$ cat config.mk
export PLATFORM = sky130hd
export DESIGN_NAME = jtag_tap_port
export DESIGN_NICKNAME = d
export VERILOG_FILES = /design/src/rtl/jtag_tap_pkg.sv /design/src/rtl/jtag_tap_ctrl.sv /design/src/rtl/jtag_tap_dp.sv /design/src/rtl/jtag_tap_port.sv
export SDC_FILE = /design/constraint.sdc
export NUM_CORES = 1
export LEC_CHECK = 0
export BUFFER_PORTS_ARGS = -buffer_cell sky130_fd_sc_hd__buf_4
export CORE_AREA = 2 2 65 67
export CTS_BUF_LIST = sky130_fd_sc_hd__clkbuf_8
export CTS_CLUSTER_SIZE = 25
export DETAILED_ROUTE_END_ITERATION = 16
export DIE_AREA = 0 0 67 69
export GPL_TIMING_DRIVEN = 0
export PLACE_DENSITY_LB_ADDON = 0.08
export SETUP_SLACK_MARGIN = 0.1
export SYNTH_ARGS = -nofsm -noshare
export SYNTH_HDL_FRONTEND = slang
export SYNTH_SLANG_ARGS = --single-unit
$ cat constraint.sdc
create_clock -name tck -period 2.3 [get_ports tck]
set_input_delay 0.115 -clock tck [delete_from_list [all_inputs] [get_ports tck]]
set_output_delay 0.115 -clock tck [all_outputs]
set_load 0.01 [all_outputs]
$ cat src/rtl/jtag_tap_pkg.sv
package jtag_tap_pkg;

  typedef enum logic [3:0] {
    ST_RESET    = 4'd0,
    ST_IDLE     = 4'd1,
    ST_SEL_DR   = 4'd2,
    ST_CAP_DR   = 4'd3,
    ST_SHIFT_DR = 4'd4,
    ST_EX1_DR   = 4'd5,
    ST_PAUSE_DR = 4'd6,
    ST_EX2_DR   = 4'd7,
    ST_UPD_DR   = 4'd8,
    ST_SEL_IR   = 4'd9,
    ST_CAP_IR   = 4'd10,
    ST_SHIFT_IR = 4'd11,
    ST_EX1_IR   = 4'd12,
    ST_PAUSE_IR = 4'd13,
    ST_EX2_IR   = 4'd14,
    ST_UPD_IR   = 4'd15
  } tapState_t;

  typedef struct packed {
    logic testReset;
    logic captureIr;
    logic shiftIr;
    logic updateIr;
    logic captureDr;
    logic shiftDr;
    logic updateDr;
  } tapStrobe_t;

  localparam int IR_BITS = 5;
  localparam int ID_BITS = 32;
  localparam logic [IR_BITS-1:0] OPC_BYPASS = 5'b11111;
  localparam logic [IR_BITS-1:0] OPC_IDCODE = 5'b00001;
  localparam logic [IR_BITS-1:0] OPC_SAMPLE = 5'b00010;
  localparam logic [IR_BITS-1:0] OPC_EXTEST = 5'b00000;
  localparam logic [ID_BITS-1:0] ID_DEFAULT = 32'h16410041;

endpackage

$ cat src/rtl/jtag_tap_ctrl.sv
module jtag_tap_ctrl
  import jtag_tap_pkg::*;
(
  input  logic       tck,
  input  logic       powerOnRst,
  input  logic       tms,
  output tapStrobe_t strobe
);

  tapState_t state, nextState;

  always_comb begin
    unique case (state)
      ST_RESET:    nextState = tms ? ST_RESET    : ST_IDLE;
      ST_IDLE:     nextState = tms ? ST_SEL_DR   : ST_IDLE;
      ST_SEL_DR:   nextState = tms ? ST_SEL_IR   : ST_CAP_DR;
      ST_CAP_DR:   nextState = tms ? ST_EX1_DR   : ST_SHIFT_DR;
      ST_SHIFT_DR: nextState = tms ? ST_EX1_DR   : ST_SHIFT_DR;
      ST_EX1_DR:   nextState = tms ? ST_UPD_DR   : ST_PAUSE_DR;
      ST_PAUSE_DR: nextState = tms ? ST_EX2_DR   : ST_PAUSE_DR;
      ST_EX2_DR:   nextState = tms ? ST_UPD_DR   : ST_SHIFT_DR;
      ST_UPD_DR:   nextState = tms ? ST_SEL_DR   : ST_IDLE;
      ST_SEL_IR:   nextState = tms ? ST_RESET    : ST_CAP_IR;
      ST_CAP_IR:   nextState = tms ? ST_EX1_IR   : ST_SHIFT_IR;
      ST_SHIFT_IR: nextState = tms ? ST_EX1_IR   : ST_SHIFT_IR;
      ST_EX1_IR:   nextState = tms ? ST_UPD_IR   : ST_PAUSE_IR;
      ST_PAUSE_IR: nextState = tms ? ST_EX2_IR   : ST_PAUSE_IR;
      ST_EX2_IR:   nextState = tms ? ST_UPD_IR   : ST_SHIFT_IR;
      ST_UPD_IR:   nextState = tms ? ST_SEL_DR   : ST_IDLE;
      default:     nextState = ST_RESET;
    endcase
  end

  always_ff @(posedge tck or posedge powerOnRst) begin
    if (powerOnRst) state <= ST_RESET;
    else            state <= nextState;
  end

  always_comb begin
    strobe.testReset = (state == ST_RESET);
    strobe.captureIr = (state == ST_CAP_IR);
    strobe.shiftIr   = (state == ST_SHIFT_IR);
    strobe.updateIr  = (state == ST_UPD_IR);
    strobe.captureDr = (state == ST_CAP_DR);
    strobe.shiftDr   = (state == ST_SHIFT_DR);
    strobe.updateDr  = (state == ST_UPD_DR);
  end

  // Run length of TMS-high edges, saturating at five, used only by the check below
  logic [2:0] tmsHighRun;
  always_ff @(posedge tck or posedge powerOnRst) begin
    if (powerOnRst)          tmsHighRun <= 3'd0;
    else if (!tms)           tmsHighRun <= 3'd0;
    else if (tmsHighRun < 5) tmsHighRun <= tmsHighRun + 3'd1;
  end

  assert_five_ones_reset_R1: assert property (@(posedge tck) disable iff (powerOnRst)
    (tmsHighRun == 3'd5) |-> (state == ST_RESET));

  assert_scan_exit_R11: assert property (@(posedge tck) disable iff (powerOnRst)
    ((state == ST_SHIFT_DR) && tms) |=> (state == ST_EX1_DR));

  assert_ir_exit_R2: assert property (@(posedge tck) disable iff (powerOnRst)
    ((state == ST_SEL_IR) && !tms) |=> (state == ST_CAP_IR));

  assert_strobe_onehot_R12: assert property (@(posedge tck) disable iff (powerOnRst)
    $onehot0({strobe.captureDr, strobe.shiftDr, strobe.updateDr,
              strobe.captureIr, strobe.shiftIr, strobe.updateIr, strobe.testReset}));

endmodule

$ cat src/rtl/jtag_tap_dp.sv
module jtag_tap_dp
  import jtag_tap_pkg::*;
#(
  parameter int                  IR_W      = IR_BITS,
  parameter int                  ID_W      = ID_BITS,
  parameter logic [ID_W-1:0]     ID_VALUE  = ID_DEFAULT,
  parameter logic [IR_W-1:0]     OP_BYPASS = OPC_BYPASS,
  parameter logic [IR_W-1:0]     OP_IDCODE = OPC_IDCODE,
  parameter logic [IR_W-1:0]     OP_SAMPLE = OPC_SAMPLE,
  parameter logic [IR_W-1:0]     OP_EXTEST = OPC_EXTEST
) (
  input  logic       tck,
  input  logic       powerOnRst,
  input  tapStrobe_t strobe,
  input  logic       tdi,
  input  logic       bsrTdo,
  output logic       tdo,
  output logic       tdoEn,
  output logic       bscanSel,
  output logic       extestActive
);

  localparam logic [ID_W-1:0] ID_LOAD    = {ID_VALUE[ID_W-1:1], 1'b1};
  localparam logic [IR_W-1:0] IR_CAPTURE = {{(IR_W-1){1'b0}}, 1'b1};

  logic [IR_W-1:0] irShift;
  logic [IR_W-1:0] irActive;
  logic [ID_W-1:0] idShift;
  logic            bypassBit;
  logic            selId, selBsr, selExtest;
  logic            drOut;

  // Instruction decode: anything unlisted falls through to bypass
  always_comb begin
    selId     = (irActive == OP_IDCODE);
    selExtest = (irActive == OP_EXTEST);
    selBsr    = selExtest || (irActive == OP_SAMPLE);
  end

  assign bscanSel     = selBsr;
  assign extestActive = selExtest;

  // Instruction shift stage
  always_ff @(posedge tck or posedge powerOnRst) begin
    if (powerOnRst)            irShift <= IR_CAPTURE;
    else if (strobe.captureIr) irShift <= IR_CAPTURE;
    else if (strobe.shiftIr)   irShift <= {tdi, irShift[IR_W-1:1]};
  end

  // Instruction in effect
  always_ff @(posedge tck or posedge powerOnRst) begin
    if (powerOnRst)            irActive <= OP_IDCODE;
    else if (strobe.testReset) irActive <= OP_IDCODE;
    else if (strobe.updateIr)  irActive <= irShift;
  end

  // Identification stage
  always_ff @(posedge tck or posedge powerOnRst) begin
    if (powerOnRst)                      idShift <= ID_LOAD;
    else if (strobe.captureDr && selId)  idShift <= ID_LOAD;
    else if (strobe.shiftDr && selId)    idShift <= {tdi, idShift[ID_W-1:1]};
  end

  // Bypass stage
  always_ff @(posedge tck or posedge powerOnRst) begin
    if (powerOnRst)            bypassBit <= 1'b0;
    else if (strobe.captureDr) bypassBit <= 1'b0;
    else if (strobe.shiftDr)   bypassBit <= tdi;
  end

  always_comb begin
    if (selId)       drOut = idShift[0];
    else if (selBsr) drOut = bsrTdo;
    else             drOut = bypassBit;
  end

  // Output retimed to the falling edge
  always_ff @(negedge tck or posedge powerOnRst) begin
    if (powerOnRst) begin
      tdo   <= 1'b0;
      tdoEn <= 1'b0;
    end else begin
      tdo   <= strobe.shiftIr ? irShift[0] : drOut;
      tdoEn <= strobe.shiftIr || strobe.shiftDr;
    end
  end

  assert_ir_hold_R5: assert property (@(posedge tck) disable iff (powerOnRst)
    (!strobe.updateIr && !strobe.testReset) |=> $stable(irActive));

  assert_reset_loads_id_R3: assert property (@(posedge tck) disable iff (powerOnRst)
    strobe.testReset |=> (irActive == OP_IDCODE));

  assert_id_lsb_one_R3: assert property (@(posedge tck) disable iff (powerOnRst)
    (strobe.captureDr && selId) |=> idShift[0]);

  assert_ir_capture_R4: assert property (@(posedge tck) disable iff (powerOnRst)
    strobe.captureIr |=> (irShift == IR_CAPTURE));

  assert_tdo_enable_R10: assert property (@(posedge tck) disable iff (powerOnRst)
    tdoEn == (strobe.shiftIr || strobe.shiftDr));

  assert_extest_implies_sel_R9: assert property (@(posedge tck) disable iff (powerOnRst)
    extestActive |-> bscanSel);

endmodule

$ cat src/rtl/jtag_tap_port.sv
module jtag_tap_port
  import jtag_tap_pkg::*;
#(
  parameter int              IR_W     = IR_BITS,
  parameter int              ID_W     = ID_BITS,
  parameter logic [ID_W-1:0] ID_VALUE = ID_DEFAULT
) (
  input  logic tck,
  input  logic powerOnRst,
  input  logic tms,
  input  logic tdi,
  input  logic bsrTdo,
  output logic tdo,
  output logic tdoEn,
  output logic bscanSel,
  output logic extestActive,
  output logic drCapture,
  output logic drShift,
  output logic drUpdate
);

  tapStrobe_t strobe;

  jtag_tap_ctrl uCtrl (
    .tck        (tck),
    .powerOnRst (powerOnRst),
    .tms        (tms),
    .strobe     (strobe)
  );

  jtag_tap_dp #(
    .IR_W     (IR_W),
    .ID_W     (ID_W),
    .ID_VALUE (ID_VALUE)
  ) uDp (
    .tck          (tck),
    .powerOnRst   (powerOnRst),
    .strobe       (strobe),
    .tdi          (tdi),
    .bsrTdo       (bsrTdo),
    .tdo          (tdo),
    .tdoEn        (tdoEn),
    .bscanSel     (bscanSel),
    .extestActive (extestActive)
  );

  assign drCapture = strobe.captureDr;
  assign drShift   = strobe.shiftDr;
  assign drUpdate  = strobe.updateDr;

endmodule

======== Word-level counts from Yosys, hierarchy flattened ========
Index checks and enable logic that the tools add are counted.
word-level totals
  logic and storage cells ................. 61
  output and inout bits ................... 7
  bits of input ports ..................... 5
  register bits after elaboration ......... 49
operators by class
  muxes and demuxes ....................... 24
  reduce and logical (&&, ||, !) cells .... 13
  eq/ne operators ......................... 17
operators by type and width
  operator                                              number
  two-way mux 32 bit                                    2
  one-hot mux 4 bit (12 select lines)                   1
  equality test 4 bit (second input constant)           8
  two-way mux 5 bit                                     4
  equality test 4 x 3 -> 1 bit (second input constant)  4
  two-way mux 4 bit                                     4
  equality test 4 x 2 -> 1 bit (second input constant)  2
  two-way mux 1 bit                                     8
  nonzero test 2 bit                                    4
  two-way mux 2 bit                                     3
  two-way mux 3 bit                                     2
  equality test 5 x 1 -> 1 bit (second input constant)  1
  equality test 5 x 2 -> 1 bit (second input constant)  1
  zero test 5 bit                                       1
  equality test 4 x 1 -> 1 bit (second input constant)  1
  zero test 4 bit                                       1
  OR reduction 2 bit                                    2
  OR reduction 3 bit                                    1
  logical AND 1 bit                                     2
  logical OR 1 bit                                      2

======== Longest topological paths before layout ========
  word-level depth ........................ 5
  mapped depth ............................ 7

======== Cells and area by module ========
Synthesis repeated with hierarchy kept, for this count alone.
unflattened totals
  cell total of the unflattened synthesis .. 201
  area, all modules ....................... 2,282.2 µm²
by module, submodules not included
  module         seq. area each (µm²)  times used  area each (µm²)  cells an instance
  jtag_tap_dp    1,137.3               1           1,908.1          154
  jtag_tap_ctrl  100.1                 1           374.1            47

==> results.cfg <==
[finish]
post_route_cells_drive_above_1_share_pct = 26.2
stdcell_count = 302
final_area_sq_um = 2780
nets = 256
fillers = 308
antenna_cells_inserted = 0
area_growth_pct = 14.9
final_core_utilization_pct = 70.9

[worst_setup_path]
worst-setup-path-type = reg2reg
endpoint_kind = flop
worst_path_largest_cell_delay_ns = 0.42
worst-r2r-cell-count = 3
critical_path.reg2reg.startpoint = uDp.irActive[4]
cp_num_cells = 3
cp_cell_sequence = or3_4 > nor4b_4 > o41ai_2
worst_setup_path_start_kind = flop
path_buf_inv = 0
cp_max_fo = 3
worst_path_max_delay_cell = or3_4
arrival_ns = 1.46
worst_path_dominant_cell_family = simple AND/OR/NAND/NOR gates
setup.worst_path.start = uDp.irActive[4]
worst_ep_required_time_ns = 1.30

[place]
global_placer_s_final_weighted_congestion = 0.829
detailedPlace.worstSlack_ns = -0.279
buffer_ports.inserted = 11
dpl.hpwl_mm = 2.83
place.detailed.instances = 290
postPlaceCellArea_sq_um = 2590

[floorplanning]
design.portCount = 12
core-area_sq_um = 3910
chipHeight_um = 69
initial_core_util_pct = 61.7
fp.dieArea_sq_um = 4620
core.rowCount = 23
die_w_um = 67

[clock_network]
postCtsHoldBufs = 0
clock_tree_from_tritoncts = done
clk_root_buffer_cell = clkbuf_8
clk_latency_ns = 0.31
clockBufferDepth = 2
clock_tree.htree_level_count = 2
numClockSinks = 49
cts-buffers-inserted = 5
worst_setup_hold_path_clk_slew_ns = 0.09

[logic_synthesis]
synth.net_count = 234
synth-warning-count = 0
post_synth_main_area_contributors = dfrtp_1 (39%), dfstp_2 (9.8%), mux2i_1 (7.5%)
postSynthRegisterBits = 49
synth_area_leader_cell = dfrtp_1
postSynth.asyncResetShare_pct = 100
top_post_synthesis_cells_by_count = dfrtp_1 (38), nor2_1 (31), inv_1 (22)
ys_dominant_reg_cell = dfrtp_1
postSynthAreaPerCell_sq_um = 10.6
synth-edff-count = 0
netlist_area_sq_um = 2420
synth_largest_type_area_fraction_pct = 39.4
ys_seq_area_share_pct = 51.2
synth_most_common_cell = dfrtp_1
syn_inst = 229
synth_cell_type_count = 44

[timing]
slew_headroom_pct = 31.7
setup_viol_count_final = 2
final_number_of_hold_violating_endpoints = 0
accumulated_negative_setup_slack_ns = -0.190
finalWorstSetupSlack_ns = -0.163
finalHoldWorstSlack_ns = 0.0344
report.final.slew_viol_count = 0
worstMarginPinSlew_ns = 1.02
grt_setup_unrepaired = true
skew_ns = 0.00905

[drt]
drt_iter0_markers = 115
drc_errors = 0
routed_wirelength_mm = 4.29
drt-wirelength-per-cell_um = 14.2
detail_route.first_pass.iterations = 4
post_drt_antenna_nets = 0
vias = 1662
via_cell_ratio = 5.50

[flow_run]
drv.max_cap_violation_count = 0

[global_route]
grt_max_degree = 50
grt_pass1_wl_mm = 7.71
global_route.usage.total_pct = 21.4
number_of_antenna_violations_at_the_first_check_in_global_routing = 0
grt_overflow_total = 0
first_global_vias = 1683

[power_and_ir_drop]
cellPowerDensity_nw_per_um2 = 1450
post-layout-total-power_mw = 4.01
ir_drop_uv = 705
leak_pwr_nw = 1.27

[outcome]
failed_checks = setup timing
outcome = complete, but fails checks

[hold_path]
min-delay-path-class = in2async
==> logic make-up (layout without fill, tap and decap cells) <==
kind of cell / Yosys count / count (layout) / share of synthesized area (%)
AOI/OAI and AO/OA: 30 / 30 / 8.03
buffers and inverters: 40 / 63 / 8.91
and+or+nand+nor: 77 / 77 / 16.0
DFF: 49 / 49 / 51.2
muxes: 32 / 32 / 15.5
xor gates and xnor gates: 1 / 1 / 0.363
==> state kept, by name, summed over array words and instances, names as in the netlist <==
name           count
uCtrl.state        4
uDp.tdo            1
uDp.idShift       32
uDp.irShift        5
uDp.bypassBit      1
uDp.irActive       5
uDp.tdoEn          1
==> area by class of cell <==
| type | count | area (sq um) | share of cell area [%] |
|---|---|---|---|
| flip-flops and latches | 49 | 1240 | 44.6 |
| multi-input cells | 140 | 1010 | 36.2 |
| plain buffers | 16 | 139 | 5.00 |
| repair buffers | 16 | 120 | 4.33 |
| inverters | 23 | 90.1 | 3.25 |
| clock buffers | 6 | 82.6 | 2.98 |
| well taps | 50 | 62.6 | 2.25 |
| clock inverters | 2 | 37.5 | 1.35 |
==> cell usage in the layout (no fill, tap or decap), drive strengths merged, types with 2 or more instances in the layout <==
cell type,synthesis,routed
a211oi,2,2
a21oi,8,8
buf,9,25
clkbuf,8,13
clkinvlp,0,2
dfrtn,2,2
dfrtp,38,38
dfstp,9,9
inv,23,22
mux2,14,14
mux2i,18,18
nand2,19,19
nand2b,2,2
nand3,2,2
nand3b,2,2
nand4,2,2
nor2,31,31
nor2b,2,2
nor3,5,5
nor4b,3,3
o21ai,7,7
o221ai,3,3
o22ai,4,4
or3,2,2
==> final timing paths <==
check                             endpoint  slack, ns
setup / recovery                   uDp.tdo      -0.16
hold / removal              uCtrl.state[1]       0.03
setup reg to reg                   uDp.tdo      -0.16
hold reg to reg            uDp.idShift[26]       0.48
max in group asynchronous          uDp.tdo       0.66
min in group tck            uDp.irShift[4]       0.10
==> layer usage <==
metal  vias up  track usage (%)  part of all wire, %
met5         -                0                    0
met3         9             4.40                  2.5
met2        29             34.2                   49
met1       810             28.9                   46
met4         0             7.03                  2.0
li1        814                -                    -
==> timing repair <==
action	CTS	global route
setup endpoints to repair	2	2
resized for setup	6	2
buffers inserted	5	0
pin swaps	1	1
==> power breakdown <==
part           leakage [nW]  switching, mW  total (mW)  internal, mW
sequential            0.628          0.177        1.40          1.23
clock                0.0574          0.292       0.646         0.354
combinational         0.586          0.961        1.96          1.00
total                  1.27           1.43        4.01          2.58
(Power assumes the default switching activity.)
